`src/rtl/ppsb_pkg.sv`:
```
package ppsb_pkg;
  // strobe line indices (order decoded by the latch bank)
  localparam int STB_LO  = 0;
  localparam int STB_NIB = 1;
  localparam int STB_CTL = 2;
  localparam int STB_DAT = 3;
  localparam int NUM_STB = 4;

  // control register bits whose line is inverted on the way out
  localparam logic [NUM_STB-1:0] STROBE_INV_MASK = 4'b1011;
  localparam logic [NUM_STB-1:0] CTRL_QUIET      = 4'hB;

  // control byte field positions
  localparam int CB_OE_N    = 4;
  localparam int CB_RW      = 5;
  localparam int CB_DRV_OFF = 6;
  localparam int CB_CE_N    = 7;

  // status line 3 is inverted by the host's input
  localparam logic [3:0] STAT_INV_MASK = 4'b1000;
endpackage

```
`src/rtl/ppsb_strobe_decode.sv`:
```
module ppsb_strobe_decode
  import ppsb_pkg::*;
#(
  parameter int N = NUM_STB,
  parameter logic [N-1:0] INV_MASK = STROBE_INV_MASK
) (
  input  logic         clk,
  input  logic         rst_n,
  input  logic [N-1:0] ctrl_bits,
  output logic [N-1:0] line_lvl,
  output logic [N-1:0] rise
);
  logic [N-1:0] prev_q;

  for (genvar i = 0; i < N; i++) begin : g_line
    assign line_lvl[i] = ctrl_bits[i] ^ INV_MASK[i];
    assign rise[i]     = line_lvl[i] & ~prev_q[i];

    always_ff @(posedge clk) begin
      if (!rst_n) prev_q[i] <= 1'b0;
      else        prev_q[i] <= line_lvl[i];
    end

    // a strobe pulse never lasts two cycles while the line stays high
    a_r6_single_pulse: assert property (@(posedge clk) disable iff (!rst_n)
      rise[i] |=> !rise[i]);
  end
endmodule

```
`src/rtl/ppsb_latch_bank.sv`:
```
module ppsb_latch_bank
  import ppsb_pkg::*;
#(
  parameter int DATA_W = 8,
  parameter int HI_W   = 3,
  localparam int CTL_W = HI_W + 4
) (
  input  logic              clk,
  input  logic              rst_n,
  input  logic              load_ctl,
  input  logic              load_lo,
  input  logic              load_dat,
  input  logic [DATA_W-1:0] din,
  output logic [CTL_W-1:0]  ctl_q,   // {ce_n, drv_off, rw, oe_n, hi_addr}
  output logic [DATA_W-1:0] lo_q,
  output logic [DATA_W-1:0] dat_q
);
  localparam logic [CTL_W-1:0] CTL_RESET = {4'b1111, {HI_W{1'b0}}};

  always_ff @(posedge clk) begin
    if (!rst_n) begin
      ctl_q <= CTL_RESET;
      lo_q  <= '0;
      dat_q <= '0;
    end else begin
      if (load_ctl) ctl_q <= {din[CB_CE_N:CB_OE_N], din[HI_W-1:0]};
      if (load_lo)  lo_q  <= din;
      if (load_dat) dat_q <= din;
    end
  end

  // registers only change on their own strobe
  a_r3_ctl_hold: assert property (@(posedge clk) disable iff (!rst_n)
    !load_ctl |=> $stable(ctl_q));
  a_r4_lo_hold: assert property (@(posedge clk) disable iff (!rst_n)
    !load_lo |=> $stable(lo_q));
  a_r5_dat_hold: assert property (@(posedge clk) disable iff (!rst_n)
    !load_dat |=> $stable(dat_q));
endmodule

```
`src/rtl/ppsb_nibble_mux.sv`:
```
module ppsb_nibble_mux
  import ppsb_pkg::*;
#(
  parameter int DATA_W = 8,
  localparam int NIB_W = DATA_W / 2
) (
  input  logic              sel_hi,
  input  logic [DATA_W-1:0] rdata,
  output logic [NIB_W-1:0]  status_pins
);
  logic [NIB_W-1:0] nib;

  always_comb begin
    nib         = sel_hi ? rdata[DATA_W-1:NIB_W] : rdata[NIB_W-1:0];
    status_pins = nib ^ STAT_INV_MASK[NIB_W-1:0];
  end
endmodule

```
`src/rtl/ppsb_bridge.sv`:
```
module ppsb_bridge
  import ppsb_pkg::*;
#(
  parameter int ADDR_W = 11,
  parameter int DATA_W = 8,
  localparam int HI_W  = ADDR_W - DATA_W,
  localparam int NIB_W = DATA_W / 2,
  localparam int CTL_W = HI_W + 4
) (
  input  logic              clk,
  input  logic              rst_n,
  input  logic [DATA_W-1:0] host_data,
  input  logic [3:0]        host_ctrl,
  output logic [NIB_W-1:0]  host_status,
  output logic [ADDR_W-1:0] mem_addr,
  output logic              mem_ce_n,
  output logic              mem_rw,
  output logic              mem_oe_n,
  output logic [DATA_W-1:0] mem_wdata,
  output logic              mem_wdata_oe,
  input  logic [DATA_W-1:0] mem_rdata
);
  logic [NUM_STB-1:0] line_lvl;
  logic [NUM_STB-1:0] rise;
  logic [CTL_W-1:0]   ctl_q;
  logic [DATA_W-1:0]  lo_q;
  logic [DATA_W-1:0]  dat_q;

  ppsb_strobe_decode #(.N(NUM_STB), .INV_MASK(STROBE_INV_MASK)) dec_i (
    .clk(clk), .rst_n(rst_n), .ctrl_bits(host_ctrl),
    .line_lvl(line_lvl), .rise(rise));

  ppsb_latch_bank #(.DATA_W(DATA_W), .HI_W(HI_W)) bank_i (
    .clk(clk), .rst_n(rst_n),
    .load_ctl(rise[STB_CTL]), .load_lo(rise[STB_LO]), .load_dat(rise[STB_DAT]),
    .din(host_data), .ctl_q(ctl_q), .lo_q(lo_q), .dat_q(dat_q));

  ppsb_nibble_mux #(.DATA_W(DATA_W)) mux_i (
    .sel_hi(line_lvl[STB_NIB]), .rdata(mem_rdata), .status_pins(host_status));

  always_comb begin
    mem_addr     = {ctl_q[HI_W-1:0], lo_q};
    mem_oe_n     = ctl_q[HI_W + 0];
    mem_rw       = ctl_q[HI_W + 1];
    mem_wdata_oe = ~ctl_q[HI_W + 2];
    mem_ce_n     = ctl_q[HI_W + 3];
    mem_wdata    = dat_q;
  end

  // strobes are mutually exclusive
  a_r6_onehot: assert property (@(posedge clk) disable iff (!rst_n)
    $onehot0(rise));
  // a steady quiet control value loads nothing
  a_r2_quiet_idle: assert property (@(posedge clk) disable iff (!rst_n)
    (host_ctrl == CTRL_QUIET && $past(host_ctrl) == CTRL_QUIET) |-> (rise == '0));
  // control capture lands on the memory-side pins
  a_r3_ctl_capture: assert property (@(posedge clk) disable iff (!rst_n)
    rise[STB_CTL] |=> (mem_ce_n == $past(host_data[CB_CE_N]) &&
                       mem_rw   == $past(host_data[CB_RW]) &&
                       mem_oe_n == $past(host_data[CB_OE_N]) &&
                       mem_wdata_oe == !$past(host_data[CB_DRV_OFF]) &&
                       mem_addr[ADDR_W-1:DATA_W] == $past(host_data[HI_W-1:0])));
  // low address capture
  a_r4_lo_capture: assert property (@(posedge clk) disable iff (!rst_n)
    rise[STB_LO] |=> mem_addr[DATA_W-1:0] == $past(host_data));
  // write data capture
  a_r5_dat_capture: assert property (@(posedge clk) disable iff (!rst_n)
    rise[STB_DAT] |=> mem_wdata == $past(host_data));
  // quiet nibble select shows the low nibble (line 3 pre-inverted, R9)
  a_r8_low_nibble: assert property (@(posedge clk) disable iff (!rst_n)
    host_ctrl[STB_NIB] |-> (host_status ^ STAT_INV_MASK[NIB_W-1:0]) == mem_rdata[NIB_W-1:0]);
endmodule

```
`config.mk`:
```
export PLATFORM = sky130hd
export DESIGN_NAME = ppsb_bridge
export DESIGN_NICKNAME = d
export VERILOG_FILES = /design/src/rtl/ppsb_pkg.sv /design/src/rtl/ppsb_strobe_decode.sv /design/src/rtl/ppsb_latch_bank.sv /design/src/rtl/ppsb_nibble_mux.sv /design/src/rtl/ppsb_bridge.sv
export SDC_FILE = /design/constraint.sdc
export NUM_CORES = 1
export LEC_CHECK = 0
export BUFFER_PORTS_ARGS = -buffer_cell sky130_fd_sc_hd__buf_2
export CORE_MARGIN = 10
export CORE_UTILIZATION = 40
export CTS_CLUSTER_DIAMETER = 60
export CTS_CLUSTER_SIZE = 24
export DETAILED_ROUTE_END_ITERATION = 8
export HOLD_SLACK_MARGIN = 0.02
export PLACE_DENSITY = 0.84
export SLEW_MARGIN = 40
export SYNTH_ARGS = -nofsm -noshare
export SYNTH_HDL_FRONTEND = slang
export SYNTH_SLANG_ARGS = --single-unit
```
`constraint.sdc`:
```
create_clock -name clk -period 0.9 [get_ports clk]
set_input_delay 0.18 -clock clk [delete_from_list [all_inputs] [get_ports clk]]
set_output_delay 0.18 -clock clk [all_outputs]
set_load 0.03 [all_outputs]
```
==> metrics.cfg <==
[outcome]
status=complete, but fails checks
violations=negative setup slack

[timing]
finalSetupViolCount=28
report.final.slew_viol_count=0
setup_tns_ns=-2.13
period_share_pct=116
rsz0062_at_grt=yes
max_slew_margin_pct=88.3
fmax_mhz=961
skew_ns=0.00422
hold_viol_final=0
min_period_ns=1.04
worst_slew_pin_slew_ns=0.175
setup_ws_ns=-0.141

[drt]
drt_iter0_drc=19
num_vias=967
drc=0
avgRoutedWirePerCell_um=16.7
ant_nets=0
wl_met2_um=1680
top_layer=met4
drt_pass1_iterations=4
drt_wl_total_um=3130
wl_met3_um=232
via_per_inst=5.17
wirelength_met1_um=1180

[finish]
antennaDiodeCount=0
areaGrowthSynthToFinish_pct=51.9
instances_no_fill=187
final_cell_area_um2=1600
utilization_pct=64.0
fin_nets=180
nFillCells=199
drive_gt1_share_pct=61.8

[global_routing]
grt-ovfl-total=0
grt_pass1_vias=1050
antenna_found_initial=0
grt_max_degree=19
grt_pass1_wl_um=5030
grt_use_total_pct=11.9

[synth]
ys_seq_elements=26
yosysTopAreaCellShare_pct=49.4
syn_avg_cell_area_um2=9.75
synth_fp_nets=130
synth_cells=108
synth_area_leaders=dfxtp_1 (49%), o211ai_1 (14%), o21ai_1 (7.6%), buf_6 (4.3%), nand2_1 (3.9%)
ys_seq_area_share_pct=49.4
synthAdderAreaFrac_pct=0
ys_types=15
yosys.area.top_type=dfxtp_1
synth_xor_area_share_pct=0
netlist_area_um2=1050
synth_compound_gate_area_share_pct=21.9
synth_warnings=0
synth-simple-area-share_pct=10.6
synth.area.mux_share_pct=7.01
synth_top_family_by_area=compound AO/OA/AOI/OAI gates

[setup_path]
crit_fanout=2
slowest_stage=dfxtp_2
worstSetupPathType=reg2out
required_ns=0.72
cp_cell_sequence=inv_2 -> buf_6
worst_setup_path_end_kind=output port
rrSetupSlack_ns=-0.03
r2r_cells=4
cp_slowest_stage_delay_ns=0.34
regToRegStartpoint=dec_i.prev_q[2]
cp-startpoint=bank_i.ctl_q[5]
crit_arrival_ns=0.86
start_kind=flop
crit_end=mem_wdata_oe
r2r_end=bank_i.ctl_q[5]

[cts]
htree_num_levels=1
cts_buffers=3
clkLatencyLatePin_ns=0.32
cts.sinks=26
clock_path_buffers=2
cts_root_buf=clkbuf_4
cts_hold_buf=0
clkTransAtPathRegs_ns=0.13
tritoncts=done

[power]
switching_power_mw=0.719
swShare_pct=28.8
p_clk_share_pct=22.9
combPwrFrac_pct=25.5
seqPwrFrac_pct=51.6
power_leakage_nw=0.716
power.internal_mw=1.78
power.total_mw=2.50
power_density_nw_per_um2=1560
ir_worst_vdd_mv=1.40

[placement]
port_buffers=48
dp.final_hpwl_um=2280
dp.cells=178
placed_cell_area_um2=1290
gp_congestion=0.780

[die]
initial_utilization_pct=42.1
fp-row-count=18
core_um2=2500
io_pins=49
fp.dieH_um=71.3
dieWidth_um=71.3
dieArea_um2=5090

[hold_path]
hold_path.class=in2reg

[run]
cap_violations=0

-- metrics by stage --
stage,hold slack (ns),worst slack [ns]
6_report,0.129,-0.141
5_1_grt,0.132,-0.186
4_1_cts,0.120,-0.131
3_5_place_dp,0.464,-0.110
3_3_place_gp,0.442,-0.0924
2_1_floorplan,0.302,-0.0186
-- timing repair --
item / CTS / global route
pin swaps: 0 / 2
setup endpoints to repair: 36 / 41
buffers inserted: 3 / 2
gates resized for setup: 85 / 6
-- cell usage in the layout, fill, tap and decap left out, types with 3 or more instances in the layout --
cell	n
buf_6	27
dfxtp_2	25
buf_2	21
o211ai_1	20
o21ai_1	16
nand2_1	11
buf_4	9
nand3b_1	4
inv_1	3
mux2_4	3
clkbuf_4	3
-- Yosys cell counts, drive strengths merged --
| master | number |
|---|---|
| o21ai | 16 |
| and2b | 2 |
| o211ai | 20 |
| mux2i | 4 |
| or2 | 2 |
| inv | 4 |
| dfxtp | 26 |
| nand3b | 4 |
| nand2 | 11 |
| buf | 14 |
| and2 | 1 |
| mux2 | 3 |
| nor2b | 1 |
-- critical path, delay by kind of cell (launching register included) --
kind,cells,cell delay (ns)
flops,1,0.34
buf+inv,2,0.20
-- power groups by stage --
| stage | Combinational [mW] | Sequential, mW | Clock (mW) |
|---|---|---|---|
| 2_1_floorplan | 0.245 | 1.39 | 0 |
| 3_3_place_gp | 0.481 | 1.28 | 0 |
| 3_5_place_dp | 0.496 | 1.29 | 0 |
| 4_1_cts | 0.619 | 1.29 | 0.590 |
| 5_1_grt | 0.678 | 1.30 | 0.645 |
| 6_report | 0.636 | 1.29 | 0.573 |
-- registers in the layout (all words and copies together), names as in the netlist --
register	flops
bank_i.dat_q	8
bank_i.lo_q	8
bank_i.ctl_q	7
dec_i.prev_q	3
-- cell families after synthesis --
family / after synthesis
AO/OA/AOI/OAI: 36
multiplexers: 7
flip-flops: 26
AND/OR/NAND/NOR: 21
buffers and inverters: 18
-- worst min path at each step --
stage / cells after the start / endpoint / from
2_1_floorplan: 1 / dec_i.prev_q[2] / host_ctrl[2]
3_3_place_gp: 2 / bank_i.ctl_q[1] / bank_i.ctl_q[1]
3_5_place_dp: 2 / bank_i.ctl_q[2] / bank_i.ctl_q[2]
4_1_cts: 3 / bank_i.lo_q[3] / host_data[3]
5_1_grt: 3 / bank_i.ctl_q[5] / host_data[6]
6_report: 3 / bank_i.lo_q[3] / host_data[3]
-- layout make-up --
cell class              count  area, µm²  area share [%]
inverters                   4       15.0           0.938
repair buffers             59        517            32.3
clock buffers               4       36.3            2.27
multi-input cells          64        439            27.4
flip-flops and latches     26        556            34.7
well taps                  30       37.5            2.35
-- metal layers --
layer / global-route usage, % / vias to the layer above
li1: - / 474
met1: 12.3 / 457
met2: 21.3 / 31
met3: 4.27 / 5
met4: 4.52 / 0
met5: 0 / -
No activity file was read; power rests on OpenSTA's default activity.
